[src/rtl/fcmp_pkg.sv]
package fcmp_pkg;

    typedef enum logic [1:0] {
        OP_CMP      = 2'd0,
        OP_CMP_POP  = 2'd1,
        OP_CMP_POP2 = 2'd2,
        OP_UCMP     = 2'd3
    } cmp_op_e;

    typedef enum logic [1:0] {
        REL_GT = 2'd0,
        REL_LT = 2'd1,
        REL_EQ = 2'd2
    } rel_e;

    typedef enum logic {
        S_IDLE = 1'b0,
        S_DONE = 1'b1
    } state_e;

    typedef struct packed {
        logic is_nan;
        logic is_snan;
        logic is_denorm;
    } fp_class_t;

    // {C3,C2,C1,C0}
    localparam logic [3:0] CC_GT = 4'b0000;
    localparam logic [3:0] CC_LT = 4'b0001;
    localparam logic [3:0] CC_EQ = 4'b1000;
    localparam logic [3:0] CC_UN = 4'b1101;

endpackage

[src/rtl/fcmp_classify.sv]
module fcmp_classify
    import fcmp_pkg::*;
#(
    parameter int EXP_W  = 11,
    parameter int FRAC_W = 52,
    localparam int FP_W  = EXP_W + FRAC_W + 1
) (
    input  logic [FP_W-1:0] val,
    output fp_class_t       cls
);
    logic [EXP_W-1:0]  exp_f;
    logic [FRAC_W-1:0] frac_f;
    logic              exp_max;
    logic              exp_zero;
    logic              frac_nz;

    always_comb begin
        exp_f         = val[FP_W-2 -: EXP_W];
        frac_f        = val[FRAC_W-1:0];
        exp_max       = &exp_f;
        exp_zero      = ~|exp_f;
        frac_nz       = |frac_f;
        cls.is_nan    = exp_max && frac_nz;
        // A quiet NaN has the fraction MSB set.
        cls.is_snan   = exp_max && frac_nz && !frac_f[FRAC_W-1];
        cls.is_denorm = exp_zero && frac_nz;
    end
endmodule

[src/rtl/fcmp_magcmp.sv]
module fcmp_magcmp
    import fcmp_pkg::*;
#(
    parameter int FP_W = 64
) (
    input  logic [FP_W-1:0] a,
    input  logic [FP_W-1:0] b,
    output rel_e            rel
);
    logic [FP_W-2:0] mag_a;
    logic [FP_W-2:0] mag_b;
    logic            both_zero;

    always_comb begin
        mag_a     = a[FP_W-2:0];
        mag_b     = b[FP_W-2:0];
        both_zero = (mag_a == '0) && (mag_b == '0);
        if (both_zero || (a == b)) begin
            rel = REL_EQ;
        end else if (a[FP_W-1] != b[FP_W-1]) begin
            rel = a[FP_W-1] ? REL_LT : REL_GT;
        end else if (mag_a > mag_b) begin
            rel = a[FP_W-1] ? REL_LT : REL_GT;
        end else begin
            rel = a[FP_W-1] ? REL_GT : REL_LT;
        end
    end
endmodule

[src/rtl/fcmp_stack.sv]
module fcmp_stack #(
    parameter int DEPTH  = 8,
    localparam int PTR_W = $clog2(DEPTH)
) (
    input  logic             clk,
    input  logic             rst_n,
    input  logic             ld_en,
    input  logic [PTR_W-1:0] ld_top,
    input  logic [DEPTH-1:0] ld_tags,
    input  logic             pop_en,
    input  logic [1:0]       pop_cnt,
    input  logic [PTR_W-1:0] src_off,
    output logic [PTR_W-1:0] top_q,
    output logic [DEPTH-1:0] tags_q,
    output logic             top_full,
    output logic             src_full
);
    logic [PTR_W-1:0] second;
    logic [PTR_W-1:0] src_pos;
    logic [PTR_W-1:0] top_d;
    logic [DEPTH-1:0] tags_d;

    always_comb begin
        second   = PTR_W'(top_q + PTR_W'(1));
        src_pos  = PTR_W'(top_q + src_off);
        top_full = tags_q[top_q];
        src_full = tags_q[src_pos];
        if (pop_en)
            top_d = PTR_W'(top_q + PTR_W'(pop_cnt));
        else if (ld_en)
            top_d = ld_top;
        else
            top_d = top_q;
    end

    for (genvar g = 0; g < DEPTH; g++) begin : g_tag
        logic kill;
        always_comb begin
            kill = pop_en && (((pop_cnt != 2'd0) && (top_q == PTR_W'(g))) ||
                              ((pop_cnt == 2'd2) && (second == PTR_W'(g))));
            if (pop_en)
                tags_d[g] = tags_q[g] & ~kill;
            else if (ld_en)
                tags_d[g] = ld_tags[g];
            else
                tags_d[g] = tags_q[g];
        end
    end

    always_ff @(posedge clk or negedge rst_n) begin
        if (!rst_n) begin
            top_q  <= '0;
            tags_q <= '0;
        end else begin
            top_q  <= top_d;
            tags_q <= tags_d;
        end
    end

    // each pop step advances the pointer by the requested count
    p_pop_advance_r7: assert property (@(posedge clk) disable iff (!rst_n)
        pop_en |=> (top_q == PTR_W'($past(top_q) + PTR_W'($past(pop_cnt)))));

    // a real pop leaves the old top register empty
    p_pop_empties_r7: assert property (@(posedge clk) disable iff (!rst_n)
        (pop_en && pop_cnt != 2'd0) |=> !tags_q[$past(top_q)]);
endmodule

[src/rtl/fcmp_unit.sv]
module fcmp_unit
    import fcmp_pkg::*;
#(
    parameter int FP_W   = 64,
    parameter int EXP_W  = 11,
    parameter int DEPTH  = 8,
    localparam int FRAC_W = FP_W - EXP_W - 1,
    localparam int PTR_W  = $clog2(DEPTH)
) (
    input  logic             clk,
    input  logic             rst_n,
    input  logic             start,
    input  logic [1:0]       op,
    input  logic             use_idx,
    input  logic [PTR_W-1:0] src_idx,
    input  logic [FP_W-1:0]  top_val,
    input  logic [FP_W-1:0]  src_val,
    input  logic             inv_mask,
    input  logic             clr_flags,
    input  logic             ld_en,
    input  logic [PTR_W-1:0] ld_top,
    input  logic [DEPTH-1:0] ld_tags,
    output logic             done,
    output logic [3:0]       cond,
    output logic             flag_ia,
    output logic             flag_is,
    output logic             flag_de,
    output logic [PTR_W-1:0] top_ptr,
    output logic [DEPTH-1:0] tags
);
    state_e           state_q, state_d;
    cmp_op_e          op_e;
    logic             accepted;
    fp_class_t        cls_top, cls_src;
    rel_e             rel;
    logic             top_full, src_full;
    logic [PTR_W-1:0] src_off;
    logic [1:0]       pop_cnt;
    logic             underflow, any_nan, any_snan;
    logic             ia_new, de_new, unordered;
    logic [3:0]       cond_d;
    logic             ia_base, is_base, de_base;

    fcmp_classify #(.EXP_W(EXP_W), .FRAC_W(FRAC_W)) u_cls_top (
        .val (top_val),
        .cls (cls_top)
    );

    fcmp_classify #(.EXP_W(EXP_W), .FRAC_W(FRAC_W)) u_cls_src (
        .val (src_val),
        .cls (cls_src)
    );

    fcmp_magcmp #(.FP_W(FP_W)) u_mag (
        .a   (top_val),
        .b   (src_val),
        .rel (rel)
    );

    fcmp_stack #(.DEPTH(DEPTH)) u_stack (
        .clk      (clk),
        .rst_n    (rst_n),
        .ld_en    (ld_en && !accepted),
        .ld_top   (ld_top),
        .ld_tags  (ld_tags),
        .pop_en   (accepted),
        .pop_cnt  (pop_cnt),
        .src_off  (src_off),
        .top_q    (top_ptr),
        .tags_q   (tags),
        .top_full (top_full),
        .src_full (src_full)
    );

    // State register
    always_ff @(posedge clk or negedge rst_n) begin
        if (!rst_n) state_q <= S_IDLE;
        else        state_q <= state_d;
    end

    always_comb begin
        op_e     = cmp_op_e'(op);
        accepted = (state_q == S_IDLE) && start;
        unique case (state_q)
            S_IDLE:  state_d = start ? S_DONE : S_IDLE;
            S_DONE:  state_d = S_IDLE;
            default: state_d = S_IDLE;
        endcase
    end

    // Operand checks and result selection
    always_comb begin
        src_off   = use_idx ? src_idx : PTR_W'(1);
        underflow = !top_full || !src_full;
        any_nan   = cls_top.is_nan || cls_src.is_nan;
        any_snan  = cls_top.is_snan || cls_src.is_snan;
        unordered = underflow || any_nan;
        ia_new    = underflow || ((op_e == OP_UCMP) ? any_snan : any_nan);
        de_new    = cls_top.is_denorm || cls_src.is_denorm;
        unique case (op_e)
            OP_CMP_POP:  pop_cnt = 2'd1;
            OP_CMP_POP2: pop_cnt = 2'd2;
            default:     pop_cnt = 2'd0;
        endcase
        if (ia_new && !inv_mask) begin
            cond_d = {cond[3], cond[2], 1'b0, cond[0]};
        end else if (unordered) begin
            cond_d = CC_UN;
        end else begin
            unique case (rel)
                REL_GT:  cond_d = CC_GT;
                REL_LT:  cond_d = CC_LT;
                default: cond_d = CC_EQ;
            endcase
        end
        ia_base = flag_ia && !clr_flags;
        is_base = flag_is && !clr_flags;
        de_base = flag_de && !clr_flags;
    end

    // Result and flag registers
    always_ff @(posedge clk or negedge rst_n) begin
        if (!rst_n) begin
            cond    <= CC_GT;
            flag_ia <= 1'b0;
            flag_is <= 1'b0;
            flag_de <= 1'b0;
        end else if (accepted) begin
            cond    <= cond_d;
            flag_ia <= ia_base || ia_new;
            flag_is <= is_base || underflow;
            flag_de <= de_base || de_new;
        end else begin
            flag_ia <= ia_base;
            flag_is <= is_base;
            flag_de <= de_base;
        end
    end

    // Outputs derived from state
    always_comb begin
        done = (state_q == S_DONE);
    end

    // an accepted start is answered on the next cycle
    p_done_follows_r11: assert property (@(posedge clk) disable iff (!rst_n)
        ((state_q == S_IDLE) && start) |=> done);

    // done lasts a single cycle
    p_done_single_r11: assert property (@(posedge clk) disable iff (!rst_n)
        done |=> !done);

    // C1 is clear when a result is presented
    p_c1_clear_r5: assert property (@(posedge clk) disable iff (!rst_n)
        done |-> !cond[1]);

    // only the four legal codes ever appear
    p_cond_legal_r1: assert property (@(posedge clk) disable iff (!rst_n)
        (cond == CC_GT) || (cond == CC_LT) || (cond == CC_EQ) || (cond == CC_UN));

    // underflow never stands without invalid
    p_is_has_ia_r8: assert property (@(posedge clk) disable iff (!rst_n)
        flag_is |-> flag_ia);

    // flags persist while no clear is requested
    p_sticky_r12: assert property (@(posedge clk) disable iff (!rst_n)
        (flag_ia && !clr_flags) |=> flag_ia);
endmodule

[config.mk]
export PLATFORM = sky130hd
export DESIGN_NAME = fcmp_unit
export DESIGN_NICKNAME = d
export VERILOG_FILES = /design/src/rtl/fcmp_pkg.sv /design/src/rtl/fcmp_classify.sv /design/src/rtl/fcmp_magcmp.sv /design/src/rtl/fcmp_stack.sv /design/src/rtl/fcmp_unit.sv
export SDC_FILE = /design/constraint.sdc
export NUM_CORES = 1
export LEC_CHECK = 0
export ABC_AREA = 1
export BUFFER_PORTS_ARGS = -buffer_cell sky130_fd_sc_hd__buf_4
export CORE_ASPECT_RATIO = 1.2
export CORE_MARGIN = 2
export CORE_UTILIZATION = 40
export CTS_CLUSTER_SIZE = 10
export DETAILED_ROUTE_END_ITERATION = 6
export PLACE_DENSITY = 0.77
export SLEW_MARGIN = 15
export SYNTH_ARGS = -nofsm -noshare
export SYNTH_HDL_FRONTEND = slang
export SYNTH_HIERARCHICAL = 1
export SYNTH_SLANG_ARGS = --single-unit
[constraint.sdc]
create_clock -name clk -period 3.9 [get_ports clk]
set_input_delay 0.78 -clock clk [delete_from_list [all_inputs] [get_ports clk]]
set_output_delay 0.78 -clock clk [all_outputs]
set_load 0.02 [all_outputs]
# [Yosys cells after proc, flatten, opt, wreduce, memory -nomap -nowiden]
# Cells that the tools add are included.
[op_classes] add_sub_neg=3 multipliers=0 n_div=0 order_cmp=3 n_eq_ne=21 n_shift=0 muxes=38 bitwise_logic=18 n_reduce_logical=78
[ops] cell="$logic_not A63 Y1" count=2
[ops] cell="$reduce_or A52 Y1" count=2
[ops] cell="$eq A64 B64 Y1" count=1
[ops] cell="$gt A63 B63 Y1" count=1
[ops] cell="$logic_and A1 B1 Y1" count=37
[ops] cell="$mux W1" count=25
[ops] cell="$eq A3 B3 Y1 const B" count=8
[ops] cell="$reduce_and A11 Y1" count=2
[ops] cell="$reduce_or A11 Y1" count=2
[ops] cell="$logic_or A1 B1 Y1" count=18
[ops] cell="$eq A3 B2 Y1 const B" count=4
[ops] cell="$not A1 Y1" count=10
[ops] cell="$logic_not A1 Y1" count=9
[ops] cell="$mux W3" count=3
[ops] cell="$and A1 B1 Y1" count=8
[ops] cell="$lt A3 B4 Y1 const B" count=2
[ops] cell="$mux W2" count=4
[ops] cell="$pmux W4 S2" count=1
[ops] cell="$bmux W1 S3" count=2
[ops] cell="$eq A2 B2 Y1 const B" count=3
[ops] cell="$eq A3 B1 Y1 const B" count=2
[ops] cell="$logic_not A3 Y1" count=2
[ops] cell="$eq A2 B1 Y1 const B" count=2
[ops] cell="$mux W4" count=1
[ops] cell="9 further kinds" count=10
[totals] reg_bits=19 latchBits=0 ram_bits=0 romBits=0 inputBits=151 output_inout_bits=19 elab_cells=169 memories=0

# [Logic depth before layout (Yosys ltp)]
[depth] depth_word=10 mapped_depth=20 mapped_depth_nobuf=20

# [Modules after synthesis]
# The synthesis kept the hierarchy.
[modules_own_cells] mod="fcmp_magcmp" n_inst=1 cells_per_inst=393 area_each_um2=2274.7 seq_area_each_um2=0.0
[modules_own_cells] mod="fcmp_stack" n_inst=1 cells_per_inst=140 area_each_um2=897.1 seq_area_each_um2=275.3
[modules_own_cells] mod="fcmp_classify" n_inst=2 cells_per_inst=63 area_each_um2=265.3 seq_area_each_um2=0.0
[modules_own_cells] mod="fcmp_unit" n_inst=1 cells_per_inst=58 area_each_um2=410.4 seq_area_each_um2=175.2

# [Worst setup path before layout]
# OpenSTA, ideal clock, no wires.
[synth_timing] path_type="input to register" start="input src_idx[0]" end="register cond[3]" arrival_time_ns=2.438 required_time_ns=3.783 slack_ns=1.345 cell_stages=17 path_buffers=0 path_cell_list="inv_1 nand2_1 ha_1 inv_1 fa_1 inv_1 nor2_1 o21ai_0 nand2_1 inv_1 o21ai_0 nand2_1 inv_2 nand2_1 or2_0 nand3_1 nand2_1"
[synth_via] elab_chain_len=10 elab_cells_between_ends=12 classes_between="add/sub: 1; mux: 4; bitwise: 1; reduce/logical: 6"
[synth_rtl] element="start: declaration" line_no="fcmp_unit.sv:15" source="input logic [PTR_W-1:0] src_idx,"
[synth_rtl] element="$mux W3 *" line_no="fcmp_unit.sv:93" source="src_off = use_idx ? src_idx : PTR_W'(1);"
[synth_rtl] element="via src_off[0]" line_no="fcmp_unit.sv:37" source="logic [PTR_W-1:0] src_off;"
[synth_rtl] element="$add A3 B3 Y3 *" line_no="fcmp_stack.sv:25" source="src_pos = PTR_W'(top_q + src_off);"
[synth_rtl] element="$bmux W1 S3 *" line_no="fcmp_stack.sv:27" source="src_full = tags_q[src_pos];"
[synth_rtl] element="$mux W1 (implied by the code) *" line_no="fcmp_stack.sv:27"
[synth_rtl] element="via src_full" line_no="fcmp_unit.sv:36" source="logic top_full, src_full;"
[synth_rtl] element="$logic_not A1 Y1 *" line_no="fcmp_unit.sv:94" source="underflow = !top_full || !src_full;"
[synth_rtl] element="$logic_or A1 B1 Y1 *" line_no="fcmp_unit.sv:94"
[synth_rtl] element="$logic_or A1 B1 Y1" line_no="fcmp_unit.sv:98" source="ia_new = underflow || ((op_e == OP_UCMP) ? any_snan : any_nan);"
[synth_rtl] element="$logic_and A1 B1 Y1" line_no="fcmp_unit.sv:105" source="if (ia_new && !inv_mask) begin"
[synth_rtl] element="$not A1 Y1 (no source line)"
[synth_rtl] element="$reduce_and A2 Y1 (no source line)"
[synth_rtl] element="end signal: assignment" line_no="fcmp_unit.sv:129" source="cond <= cond_d;"
[synth_rtl] element="end: declaration" line_no="fcmp_unit.sv:24" source="output logic [3:0] cond,"
# Mark *: on every way through the listed nets, which the timed path passes. The rest lies on a longest branch. The select of a mux whose other input is x is not followed.
# A chain may end at the register's enable or synchronous reset.

# [Worst setup path in the final report]
[layout_timing] start="input use_idx" end="register cond[3]"
[layout_via] elab_chain_len=10 elab_cells_between_ends=12 classes_between="add/sub: 1; mux: 4; bitwise: 1; reduce/logical: 6"
[layout_rtl] element="start: declaration" line_no="fcmp_unit.sv:14" source="input logic use_idx,"
[layout_rtl] element="$mux W3 *" line_no="fcmp_unit.sv:93"
[layout_rtl] element="via src_off[0]" line_no="fcmp_unit.sv:37"
[layout_rtl] element="$add A3 B3 Y3 *" line_no="fcmp_stack.sv:25"
[layout_rtl] element="$bmux W1 S3 *" line_no="fcmp_stack.sv:27"
[layout_rtl] element="$mux W1 (implied by the code) *" line_no="fcmp_stack.sv:27"
[layout_rtl] element="via src_full" line_no="fcmp_unit.sv:36"
[layout_rtl] element="$logic_not A1 Y1 *" line_no="fcmp_unit.sv:94"
[layout_rtl] element="$logic_or A1 B1 Y1 *" line_no="fcmp_unit.sv:94"
[layout_rtl] element="$logic_or A1 B1 Y1" line_no="fcmp_unit.sv:98"
[layout_rtl] element="$logic_and A1 B1 Y1" line_no="fcmp_unit.sv:105"
[layout_rtl] element="$not A1 Y1 (no source line)"
[layout_rtl] element="$reduce_and A2 Y1 (no source line)"
# Marks and branches as above.

==> metrics.txt <==
DR iter-0 viols=between 150 and 200; DP Area=0.00550 mm2; Worst-path clk slew=0.05 ns; CTS max path bufs=2; commonest cells in the netlist=nand2_1 (193), nor2_1 (132), inv_1 (120); y dimension of the die=115 um; Root Driver=clkbuf_16; post-synthesis area per instance=about 5.7 um2; Avg WL per Cell=between 10 and 15 um; synthesis warning total=6; Reg2Reg Capture Point=cond[3]; GR Overflow Total=0; Nets=about 1100; post-synth top area share=around a fifth; via count of the first global-routing pass=about 4900; residual DRC count=0; via/cell ratio=a little under 5; Layout fillers=1026; hpwl dp=around 12000 um; critical path depth in cells=18; layout cell share with drive strength beyond 1=a little under a quarter; I/O pin count=170; Worst Path Buf+Inv=5; register area share after synthesis=a little over a tenth; crit-path leading delay family=simple AND/OR/NAND/NOR gates; post-route cell area=roughly 0.0056 mm2; largest cells by area after synthesis=ha_1 (20%), nand2_1 (18%), nor2_1 (12%); Setup-failing EPs final=0; Final Cycle Share=between 60% and 70%; Crit Path Max Fanout=4; IO Port Bufs=between 150 and 200; htree depth=1; maximum vdd drop=~0.00014 V; Synth async-reset ratio=between 90% and 100%; Worst Setup Slack, final=between 1 and 1.5 ns; CP max-delay cell=fa_1; Final Hold Viols=0; Post-Syn Instances=717; Placement Rows=40; Crit path top cell by count=nand2_1; min Tclk post-route=around 2.6 ns; CP Capture Point=cond[3]; Slew Viols, Final=0; Num CTS Buffers=3; TritonCTS Sinks=18; Fmax=roughly 380 MHz; cell taking the most area after synthesis=ha_1; full die area=between 0.01 and 0.015 mm2; Post-Synthesis Cell Area=0.00411 mm2; Total GRT Usage=around a quarter; Mapped Nets=935; number of gates resized after CTS=0; multi-input logic area=~0.0031 mm2; Total Wirelength=between 10000 and 15000 um; reg2reg path depth=16; via count=4985; arrival time at the worst endpoint=between 2 and 3 ns; R2R Setup Slk=1.43 ns; Reg area=roughly 450 um2; first-pass GRT wire length=between 20000 and 25000 um; power per standard cell area=215 mW/mm2; max-cap violations=0; Die X-Extent=roughly 97 um; Critical Path Source=use_idx; Post-CTS Setup Repair Bufs=0; worst hold-check path type=primary input to async pin; most common cell in the netlist=nand2_1; largest net degree at the start of global routing=22; crit-path cells=buf_4 -> nand2_1 -> ha_1 -> inv_1 -> fa_1 -> inv_1 -> nor2_1 -> o21ai_0 -> nand2_1 -> inv_1 -> o21ai_0 -> nand2_1 -> inv_2 -> nand3_2 -> nand2_2 -> nand2_2 -> nand2_1 -> nand2_1; Syn-to-layout area delta=35.8%; CTS Hold Buffers Added=0; Most used DFF post-synth=dfrtp_1; skew final=0.00151 ns; worst slack at placement=1.02 ns; post-synth cell types=43; Detail Route Antenna Nets=0; critical path class=primary input to flop; Post-synth EDFFs=0; #FFs+latches synth=18; CTS tree=done; worst endpoint required time=about 4.1 ns; core area=around 0.01 mm2; Fin Setup TNS=0 ns; type of origin of the critical path=primary input; Clock Latency Late Sink=0.25 ns; Critical Path Max Stage Delay=about 0.5 ns; worst r2r src=u_stack/top_q[0]; DRT Pass-1 Iters=5; status=completed; routability cong.=just over 0.9; RSZ-0062 raised after global routing=no; Antenna diodes=0; leak pwr=around 3.2 nW; Worst setup EP type=flop; initial antenna violation count=0; initial core utilization=around two fifths
## logic make-up (layout without fill, tap and decap cells)
family | after synthesis | in the layout | share of synthesized area (%)
flip-flops | 18 | 18 | 11.0
XOR/XNOR | 3 | 3 | 0.639
other | 1 | 1 | 0.0912
AO/OA/AOI/OAI | 46 | 46 | 6.42
AND/OR/NAND/NOR | 447 | 447 | 48.4
adder cells (fa/ha/maj) | 67 | 67 | 20.7
buffers and inverters | 135 | 302 | 12.7
## registers in the layout (all words and copies together), names as in the netlist
name            flops
u_stack/tags_q      8
cond                3
u_stack/top_q       3
done                1
flag_de             1
flag_ia             1
flag_is             1
## cells in the final DEF, fill, tap and decap left out, drive strengths merged
| master | count |
|---|---|
| nand2 | 199 |
| nor3b | 1 |
| nor3 | 10 |
| nor4 | 18 |
| conb | 1 |
| fa | 2 |
| inv | 129 |
| o211ai | 4 |
| and2 | 2 |
| a22oi | 1 |
| nor2 | 139 |
| or2 | 8 |
| a21o | 3 |
| o21a | 1 |
| ha | 65 |
| dfrtp | 18 |
| clkbuf | 4 |
| o21ai | 8 |
| clkinv | 1 |
| nand4 | 22 |
| nand3b | 5 |
| nand3 | 43 |
| xnor2 | 1 |
| o221ai | 1 |
| a22o | 1 |
| buf | 168 |
| xor2 | 2 |
| a21oi | 27 |
## layout make-up
class	count	area share [%]
clock buffer	4	1.59
inverter	130	8.74
multi-input combinational	564	56.2
sequential	18	8.06
tap	126	2.82
timing repair buffer	168	22.6
## per-layer routing
layer	up-vias	GRT usage [%]	wire length, um
li1	2614	-	-
met1	2194	27.8	5290
met2	159	44.3	6750
met3	18	3.08	865
met4	0	5.82	214
met5	-	0	0
## how the worst min path moves through the flow
stage | cells past startpoint | start | end
floorplan | 0 | rst_n | cond[0]
global placement | 2 | flag_de | flag_de
detailed placement | 2 | cond[0] | cond[0]
CTS | 1 | rst_n | u_stack/tags_q[3]
global route | 1 | rst_n | u_stack/tags_q[6]
finish | 1 | rst_n | u_stack/tags_q[6]
## power by group
| part | internal (mW) | total [mW] | switching [mW] | leakage (nW) |
|---|---|---|---|---|
| Combinational | 0.308 | 0.698 | 0.390 | 2.89 |
| Clock | 0.156 | 0.230 | 0.0740 | 0.0442 |
| Sequential | 0.222 | 0.272 | 0.0499 | 0.225 |
## stage by stage
step           power [mW]  utilization (%)  std cells  hold WS, ns
2_1_floorplan       0.661                -        717        0.484
3_3_place_gp        0.957             54.9       1006        0.471
3_5_place_dp        0.970             54.9       1006        0.475
4_1_cts              1.20             55.8       1010        0.398
5_1_grt              1.31             55.8       1010        0.404
6_report             1.20             55.8       1010        0.395
No activity file was read; power rests on OpenSTA's default activity.
